### src/rtl/burst_mode_pkg.sv
package burst_mode_pkg;
    typedef enum logic [2:0] {
        ST_NORM_RUN,
        ST_NORM_IDLE,
        ST_QUAL_RUN,
        ST_QUAL_IDLE,
        ST_DEEP_RUN,
        ST_DEEP_IDLE
    } mode_state_t;
endpackage

### src/rtl/burst_sat_counter.sv
// Saturating event counter: flags once LIMIT events have been counted.
module burst_sat_counter #(
    parameter int unsigned LIMIT = 8
) (
    input  logic clk,
    input  logic rst_n,
    input  logic clr,
    input  logic inc,
    output logic reached
);
    localparam int unsigned W = $clog2(LIMIT + 1);

    logic [W-1:0] cnt;

    always_ff @(posedge clk) begin
        if (!rst_n) begin
            cnt <= '0;
        end else if (clr) begin
            // an event coincident with a clear starts the new count
            cnt <= inc ? W'(1) : '0;
        end else if (inc && !reached) begin
            cnt <= cnt + W'(1);
        end
    end

    assign reached = (cnt >= W'(LIMIT));
endmodule

### src/rtl/burst_mode_fsm.sv
module burst_mode_fsm
    import burst_mode_pkg::*;
#(
    parameter int unsigned LONG_RUNS = 3
) (
    input  logic clk,
    input  logic rst_n,
    input  logic fb_stop,
    input  logic fb_restart,
    input  logic fb_recover,
    input  logic vdd_low,
    input  logic idle_long,
    input  logic qual_done,
    input  logic pulse_veto,
    output logic sw_en,
    output logic deep_mode,
    output logic zfb_req,
    output logic in_norm_idle,
    output logic qualifying,
    output logic pulse_clr
);
    localparam int unsigned LW = $clog2(LONG_RUNS + 1);

    mode_state_t state, nxt;
    logic [LW-1:0] long_cnt, long_nxt;

    // next-state logic
    always_comb begin
        nxt       = state;
        long_nxt  = long_cnt;
        pulse_clr = 1'b0;
        unique case (state)
            ST_NORM_RUN: begin
                if (fb_stop) nxt = ST_NORM_IDLE;
            end
            ST_NORM_IDLE: begin
                if (fb_restart) begin
                    nxt = ST_NORM_RUN;
                    if (!idle_long) begin
                        long_nxt = '0;
                    end else if (long_cnt == LW'(LONG_RUNS - 1)) begin
                        nxt       = ST_QUAL_RUN;
                        long_nxt  = '0;
                        pulse_clr = 1'b1;
                    end else begin
                        long_nxt = long_cnt + LW'(1);
                    end
                end
            end
            ST_QUAL_RUN: begin
                if (pulse_veto) begin
                    nxt = ST_NORM_RUN;
                end else if (qual_done) begin
                    nxt       = ST_DEEP_RUN;
                    pulse_clr = 1'b1;
                end else if (fb_stop) begin
                    nxt = ST_QUAL_IDLE;
                end
            end
            ST_QUAL_IDLE: begin
                if (pulse_veto) begin
                    nxt = ST_NORM_IDLE;
                end else if (qual_done) begin
                    nxt       = ST_DEEP_IDLE;
                    pulse_clr = 1'b1;
                end else if (fb_restart) begin
                    nxt = ST_QUAL_RUN;
                end
            end
            ST_DEEP_RUN: begin
                if (pulse_veto) nxt = ST_NORM_RUN;
                else if (fb_stop) nxt = ST_DEEP_IDLE;
            end
            ST_DEEP_IDLE: begin
                if (fb_recover && !vdd_low) nxt = ST_NORM_IDLE;
                else if (fb_restart) nxt = ST_DEEP_RUN;
            end
            default: nxt = ST_NORM_RUN;
        endcase
    end

    // state register
    always_ff @(posedge clk) begin
        if (!rst_n) begin
            state    <= ST_NORM_RUN;
            long_cnt <= '0;
        end else begin
            state    <= nxt;
            long_cnt <= long_nxt;
        end
    end

    // outputs
    always_comb begin
        sw_en        = (state == ST_NORM_RUN) || (state == ST_QUAL_RUN) ||
                       (state == ST_DEEP_RUN);
        deep_mode    = (state == ST_DEEP_RUN) || (state == ST_DEEP_IDLE);
        zfb_req      = (state == ST_DEEP_IDLE) && vdd_low;
        in_norm_idle = (state == ST_NORM_IDLE);
        qualifying   = (state == ST_QUAL_RUN) || (state == ST_QUAL_IDLE);
    end
endmodule

### src/rtl/burst_mode_ctrl.sv
module burst_mode_ctrl #(
    parameter int unsigned LONG_IDLE_TICKS = 8,
    parameter int unsigned LONG_RUNS       = 3,
    parameter int unsigned QUAL_TICKS      = 600,
    parameter int unsigned PULSE_LIMIT     = 112
) (
    input  logic clk,
    input  logic rst_n,
    input  logic fb_stop,
    input  logic fb_restart,
    input  logic fb_recover,
    input  logic vdd_low,
    input  logic gate_pulse,
    input  logic gap_det,
    input  logic ms_tick,
    output logic sw_en,
    output logic deep_mode,
    output logic zfb_req
);
    localparam int unsigned RUN_MAX = PULSE_LIMIT + 1;

    logic idle_long, qual_done, pulse_veto;
    logic in_norm_idle, qualifying, pulse_clr;

    burst_sat_counter #(.LIMIT(LONG_IDLE_TICKS)) u_idle_tmr (
        .clk    (clk),
        .rst_n  (rst_n),
        .clr    (!in_norm_idle),
        .inc    (ms_tick && in_norm_idle),
        .reached(idle_long)
    );

    burst_sat_counter #(.LIMIT(QUAL_TICKS)) u_qual_tmr (
        .clk    (clk),
        .rst_n  (rst_n),
        .clr    (!qualifying),
        .inc    (ms_tick && qualifying),
        .reached(qual_done)
    );

    burst_sat_counter #(.LIMIT(RUN_MAX)) u_run_cnt (
        .clk    (clk),
        .rst_n  (rst_n),
        .clr    (gap_det || pulse_clr),
        .inc    (gate_pulse),
        .reached(pulse_veto)
    );

    burst_mode_fsm #(.LONG_RUNS(LONG_RUNS)) u_fsm (
        .clk         (clk),
        .rst_n       (rst_n),
        .fb_stop     (fb_stop),
        .fb_restart  (fb_restart),
        .fb_recover  (fb_recover),
        .vdd_low     (vdd_low),
        .idle_long   (idle_long),
        .qual_done   (qual_done),
        .pulse_veto  (pulse_veto),
        .sw_en       (sw_en),
        .deep_mode   (deep_mode),
        .zfb_req     (zfb_req),
        .in_norm_idle(in_norm_idle),
        .qualifying  (qualifying),
        .pulse_clr   (pulse_clr)
    );
endmodule

### config.mk
export PLATFORM = sky130hd
export DESIGN_NAME = burst_mode_ctrl
export DESIGN_NICKNAME = d
export VERILOG_FILES = /design/src/rtl/burst_mode_pkg.sv /design/src/rtl/burst_sat_counter.sv /design/src/rtl/burst_mode_fsm.sv /design/src/rtl/burst_mode_ctrl.sv
export SDC_FILE = /design/constraint.sdc
export NUM_CORES = 1
export LEC_CHECK = 0
export BUFFER_PORTS_ARGS = -buffer_cell sky130_fd_sc_hd__buf_2
export CORE_MARGIN = 3
export CORE_UTILIZATION = 50
export DETAILED_ROUTE_END_ITERATION = 16
export HOLD_SLACK_MARGIN = 0.02
export PLACE_DENSITY = 0.67
export SLEW_MARGIN = 10
export SYNTH_ARGS = -nofsm -noshare
export SYNTH_HDL_FRONTEND = slang
export SYNTH_SLANG_ARGS = --single-unit
### constraint.sdc
create_clock -name clk -period 3.2 [get_ports clk]
set_input_delay 0.64 -clock clk [delete_from_list [all_inputs] [get_ports clk]]
set_output_delay 0.64 -clock clk [all_outputs]
set_load 0.005 [all_outputs]
== Word-level counts from Yosys, hierarchy flattened ==
Cells that the tools add are included.

* Add/subtract/negate cells: 4
* $lt $le $gt $ge: 3
* Equal/unequal tests: 14
* Multiplexer cells: 32
* Reductions and logical operators: 21

{| class="wikitable"
|+ Operator list
! kind !! count
|-
| $mux W3 || 13
|-
| $mux W10 || 2
|-
| $pmux W3 S6 || 1
|-
| $mux W7 || 2
|-
| $add A10 B1 Y10 const B || 1
|-
| $ge A10 B10 Y1 const B || 1
|-
| $mux W1 || 8
|-
| $mux W4 || 2
|-
| $ne A4 B4 Y1 const B || 2
|-
| $add A7 B1 Y7 const B || 1
|-
| $ge A7 B7 Y1 const B || 1
|-
| $logic_and A1 B1 Y1 || 7
|-
| $eq A3 B2 Y1 const B || 2
|-
| $eq A3 B3 Y1 const B || 2
|-
| $mux W2 || 3
|-
| $reduce_and A6 Y1 || 1
|-
| $logic_or A1 B1 Y1 || 5
|-
| $add A4 B1 Y4 const B || 1
|-
| $ge A4 B4 Y1 const B || 1
|-
| $logic_not A1 Y1 || 4
|-
| $ne A2 B1 Y1 const B || 2
|-
| $ne A2 B2 Y1 const B || 2
|-
| $eq A3 B1 Y1 const B || 1
|-
| $logic_not A3 Y1 || 1
|-
| other kinds (8) || 8
|}

* Register bits after elaboration: 26
* Input bits: 9
* Output and inout port bits: 3
* Word-level logic and storage cells: 79

== Depth between registers and ports, before layout ==
* Depth after elaboration: 7
* Mapped depth: 8
* Gate-level depth less buffers: 7

== Modules after synthesis ==
A second synthesis with hierarchy kept.

* Cells, all modules: 178
* Area, all modules: 1525.2 um^2

{| class="wikitable"
|+ Modules (own cells, without submodules)
! module !! times used !! cells each !! area each (um^2) !! seq. area each (um^2)
|-
| burst_sat_counter at u_qual_tmr || 1 || 60 || 540.5 || 200.2
|-
| burst_mode_fsm || 1 || 49 || 380.4 || 100.1
|-
| burst_sat_counter at u_run_cnt || 1 || 41 || 376.6 || 140.1
|-
| burst_sat_counter at u_idle_tmr || 1 || 23 || 201.4 || 80.1
|-
| burst_mode_ctrl || 1 || 5 || 26.3 || 0.0
|}

== Worst setup path before layout ==
Ideal clock, no wire load.

* Path type: register to register
* Start point: reg u_run_cnt.cnt[1]
* End point: reg u_fsm.state[1]
* Library setup time: 91 ps
* Arrival: 1994 ps
* Required time: 3109 ps
* Path slack: 1115 ps
* Cell stages (with the launch flop): 8
* Buffers on the path: 0
* Period minus slack after synthesis: 2085 ps
* Cells stage by stage: dfxtp_1 -> inv_1 -> ha_1 -> or4_4 -> o21a_4 -> a2111o_1 -> o41a_1 -> a311oi_1

* Longest elaborated chain between the ends: 3
* Elaborated cells on any way between the ends: 9
* Those cells by class: 1 x order compare; 3 x eq/ne; 4 x mux; 1 x reduce/logical

{| class="wikitable"
|+ Ends and longest elaborated chain
! what !! RTL line !! text
|-
| start, declared || burst_sat_counter.sv:13 || <nowiki>logic [W-1:0] cnt;</nowiki>
|-
| start signal, assigned || burst_sat_counter.sv:20 || <nowiki>cnt <= inc ? W'(1) : '0;</nowiki>
|-
| start signal, assigned || burst_sat_counter.sv:22 || <nowiki>cnt <= cnt + W'(1);</nowiki>
|-
| $ge A7 B7 Y1 * || burst_sat_counter.sv:26 || <nowiki>assign reached = (cnt >= W'(LIMIT));</nowiki>
|-
| $ne A4 B4 Y1 (no source line) (tied with other cells) || - ||
|-
| $reduce_and A6 Y1 (no source line) / $pmux W3 S6 (equally long branches) || - ||
|-
| end signal, assigned || burst_mode_fsm.sv:88 || <nowiki>state <= nxt;</nowiki>
|-
| end, declared || burst_mode_fsm.sv:24 || <nowiki>mode_state_t state, nxt;</nowiki>
|}

Mark *: on every way between the ends. The rest lies on a longest branch, timed or not.
A chain may end at the register's enable or synchronous reset.

== Final worst setup path ==
Ends and elaborated chain as after synthesis.

==> flow_metrics.tcl <==
set metrics [dict create \
    grt_pass1_wl_um 4657 \
    synth-main-ff-cell "sky130_fd_sc_hd__dfxtp_1" \
    crit_path_start "u_run_cnt.cnt[1]$_SDFFE_PN0P_" \
    critical_path_maximum_fanout 8 \
    unrepaired_setup_endpoints_after_global_routing "no" \
    clock_path_buffers 2 \
    die_h_um 58.71 \
    asyncSetResetFlopFracSynth_pct 0 \
    dp_hpwl_um 1998 \
    worstHoldPathType "reg -> reg" \
    minimum_setup_slack_among_reg_to_reg_paths_ns 0.98 \
    htreeDepth 1 \
    detail_route.wl_per_cell_um 12.97 \
    post_detailed_placement_cell_area_um2 1459 \
    p_leak_uw 0.0005207 \
    r2r.worst_path.cells 7 \
    synth_top_family_by_area "simple AND/OR/NAND/NOR gates" \
    final_hold_viol_count 0 \
    route.antenna.remaining_nets 0 \
    maximum_frequency_from_static_timing_analysis_mhz 450.5 \
    antenna_found_initial 0 \
    flow.area_growth_from_synthesis_pct 6.667 \
    fin_worst_skew_ns 0.004914 \
    rows 18 \
    top_signal_layer_used "met4" \
    grt_max_degree 14 \
    share_of_the_yosys_chip_area_belonging_to_registers_pct 37.48 \
    finish.net_count 191 \
    via_count_of_the_first_global_routing_pass 1157 \
    top_level_ports 12 \
    setup_total_negative_slack_ns 0 \
    grt_use_total_pct 17.24 \
    synth_top_cell_area_share_pct 37.48 \
    placedCellCount 201 \
    cell_chosen_for_the_clock_root "sky130_fd_sc_hd__clkbuf_4" \
    timing.rr.start "u_run_cnt.cnt[1]$_SDFFE_PN0P_" \
    critPathLaunchType "flop" \
    die_w_um 58.71 \
    timing.max_cap.violations 0 \
    maxSlewHeadroom_pct 62.57 \
    tritoncts "yes" \
    amount_of_wire_on_met3_after_detailed_routing_um 115 \
    muxShareOfSynthArea_pct 0.7207 \
    synth_nets 180 \
    synth_area_um2 1389 \
    fraction_of_layout_cells_with_a_size_suffix_above_1_pct 9.770 \
    synth_cells 165 \
    worstReg2RegEnd "u_fsm.state[1]$_SDFFE_PN0P_" \
    worst-slew-pin-transition_ns 0.5577 \
    vias 1192 \
    die_area_um2 3446 \
    drt_drc_violations_left 0 \
    final_cells 204 \
    drt-initial-drc-count 65 \
    area_of_the_core_um2 2567 \
    worst-endpoint-required_ns 3.44 \
    p_per_area_nw_per_um2 355.1 \
    synthTopCellsByArea "sky130_fd_sc_hd__dfxtp_1, sky130_fd_sc_hd__nor2_1, sky130_fd_sc_hd__ha_1" \
    worst_setup_path_endpoint "u_fsm.state[1]$_SDFFE_PN0P_" \
    diodes 0 \
    routabilityCongestion 0.8754 \
    distinct_cells_synth 41 \
    firstDrtPassIters 4 \
    overflow 0 \
    portBuffers 11 \
    cts.repair_timing.setup_buffer_count 0 \
    leading_cell_type_in_the_layout_fill_and_taps_excluded "sky130_fd_sc_hd__dfxtp_1" \
    cp_data_arrival_time_ns 2.46 \
    clk_pin_slew_ns 0.13 \
    timing.final.max_slew_violations 0 \
    critPathKind "reg -> reg" \
    initial_utilization_pct 54.09 \
    setup_viol 0 \
    finalCriticalPeriod_ns 2.220 \
    sum_of_routed_wire_segments_on_met1_um 1260 \
    insertion_delay_ns 0.31 \
    status "completed" \
    tritoncts.num_buffers 3 \
    met2_length_um 1238 \
    ctsResizeCount 0 \
    routed_wirelength_um 2645 \
    synth_warnings 0 \
    yosys.area_share.xor_xnor_pct 7.568 \
    timing.critical_path.to_type "flop" \
    area_fraction_in_and_or_nand_and_nor_cells_after_synthesis_pct 28.29 \
    synth_edf_count 0 \
    synth-compound-area-share_pct 17.03 \
    cts.hold.buffers_added 0 \
    syn_avg_cell_area_um2 8.417 \
    ys_ff_latch 26 \
    finalCritPeriodShare_pct 69.37 \
    mostFrequentLayoutCells "sky130_fd_sc_hd__dfxtp_1, sky130_fd_sc_hd__nor2_1, sky130_fd_sc_hd__a21oi_1, sky130_fd_sc_hd__nand2_1, sky130_fd_sc_hd__buf_2" \
    synth_top_area_cell "sky130_fd_sc_hd__dfxtp_1" \
    post_layout_total_power_uw 526.0 \
    max-vdd-ir-drop_mv 0.2530 \
    clkSinkCount 26 \
    viasPerCell 5.843 \
    stdcell_area_um2 1481 \
    synth-adder-area-share_pct 5.405 \
]
[worst max-delay path, cell delays in order (launching register included)]
cell and delay, ns:
sky130_fd_sc_hd__dfxtp_1 0.42, sky130_fd_sc_hd__inv_1 0.06, sky130_fd_sc_hd__ha_1 0.17, sky130_fd_sc_hd__or4_4 0.42
sky130_fd_sc_hd__o21a_4 0.24, sky130_fd_sc_hd__a2111o_1 0.45, sky130_fd_sc_hd__o41a_1 0.13, sky130_fd_sc_hd__a311oi_1 0.25
[per-stage QoR]
stage / hold slack [ns] / setup WS, ns / utilization, %
6_report: 0.4858 / 0.9801 / 57.70
5_1_grt: 0.5209 / 0.6831 / 57.70
4_1_cts: 0.4903 / 0.9867 / 57.70
3_5_place_dp: 0.4712 / 1.009 / 56.82
3_3_place_gp: 0.4511 / 1.038 / 56.82
2_1_floorplan: 0.4452 / 1.115 / -
[final cells by class]
type                            count  area, µm²
Fill cell                         248       1086
Multi-Input combinational cell    127      819.5
Sequential cell                    26      520.5
Timing Repair Buffer               11      55.05
Tap cell                           30      37.54
Inverter                            7      26.28
Clock buffer                        3      22.52
[synth_stat cells (2+ instances only)]
master / number
sky130_fd_sc_hd__and3_1: 5
sky130_fd_sc_hd__xnor2_1: 6
sky130_fd_sc_hd__clkbuf_1: 4
sky130_fd_sc_hd__nand3_1: 7
sky130_fd_sc_hd__nand2b_1: 2
sky130_fd_sc_hd__and2_1: 2
sky130_fd_sc_hd__a21oi_1: 12
sky130_fd_sc_hd__a311oi_1: 2
sky130_fd_sc_hd__dfxtp_1: 26
sky130_fd_sc_hd__or4_1: 3
sky130_fd_sc_hd__o31ai_1: 4
sky130_fd_sc_hd__nor3b_1: 2
sky130_fd_sc_hd__nand2_1: 11
sky130_fd_sc_hd__nand4_1: 6
sky130_fd_sc_hd__inv_1: 7
sky130_fd_sc_hd__nor2_1: 22
sky130_fd_sc_hd__nor2b_1: 5
sky130_fd_sc_hd__ha_1: 6
sky130_fd_sc_hd__xor2_1: 6
sky130_fd_sc_hd__a31oi_1: 3
sky130_fd_sc_hd__nor3_1: 4
[routing by layer]
| layer | vias up | track usage, % |
|---|---|---|
| met5 | - | 0 |
| met4 | 0 | 6.149 |
| met3 | 4 | 3.289 |
| met2 | 28 | 29.82 |
| met1 | 547 | 21.30 |
| li1 | 613 | - |
[logic make-up after synthesis]
family / count (synthesis)
multiplexers: 1
adder cells (fa/ha/maj): 6
flip-flops: 26
XOR/XNOR: 12
AO/OA/AOI/OAI: 33
buffers and inverters: 12
AND/OR/NAND/NOR: 75
[power by group]
group / internal [µW] / switching, µW
clock: 44.1 / 91.2
sequential: 328 / 10.3
combinational: 22.5 / 29.4
total: 395 / 131
[registers in the layout (all words and copies together), names as in the netlist]
name            flops
u_qual_tmr.cnt     10
u_fsm.long_cnt      2
u_idle_tmr.cnt      4
u_fsm.state         3
u_run_cnt.cnt       7
[worst min-delay path by stage]
stage / start / endpoint / slack, ns / cells past startpoint
detailed placement: u_fsm.long_cnt[1]$_SDFFE_PN0P_ / u_fsm.long_cnt[1]$_SDFFE_PN0P_ / 0.47 / 2
global placement: u_fsm.long_cnt[1]$_SDFFE_PN0P_ / u_fsm.long_cnt[1]$_SDFFE_PN0P_ / 0.45 / 2
CTS: u_fsm.long_cnt[1]$_SDFFE_PN0P_ / u_fsm.long_cnt[1]$_SDFFE_PN0P_ / 0.49 / 2
global route: u_fsm.long_cnt[1]$_SDFFE_PN0P_ / u_fsm.long_cnt[1]$_SDFFE_PN0P_ / 0.52 / 2
finish: u_fsm.long_cnt[1]$_SDFFE_PN0P_ / u_fsm.long_cnt[1]$_SDFFE_PN0P_ / 0.49 / 2
floorplan: u_fsm.long_cnt[1]$_SDFFE_PN0P_ / u_fsm.long_cnt[1]$_SDFFE_PN0P_ / 0.45 / 2
Note: power is estimated with default switching activity, not from simulation.
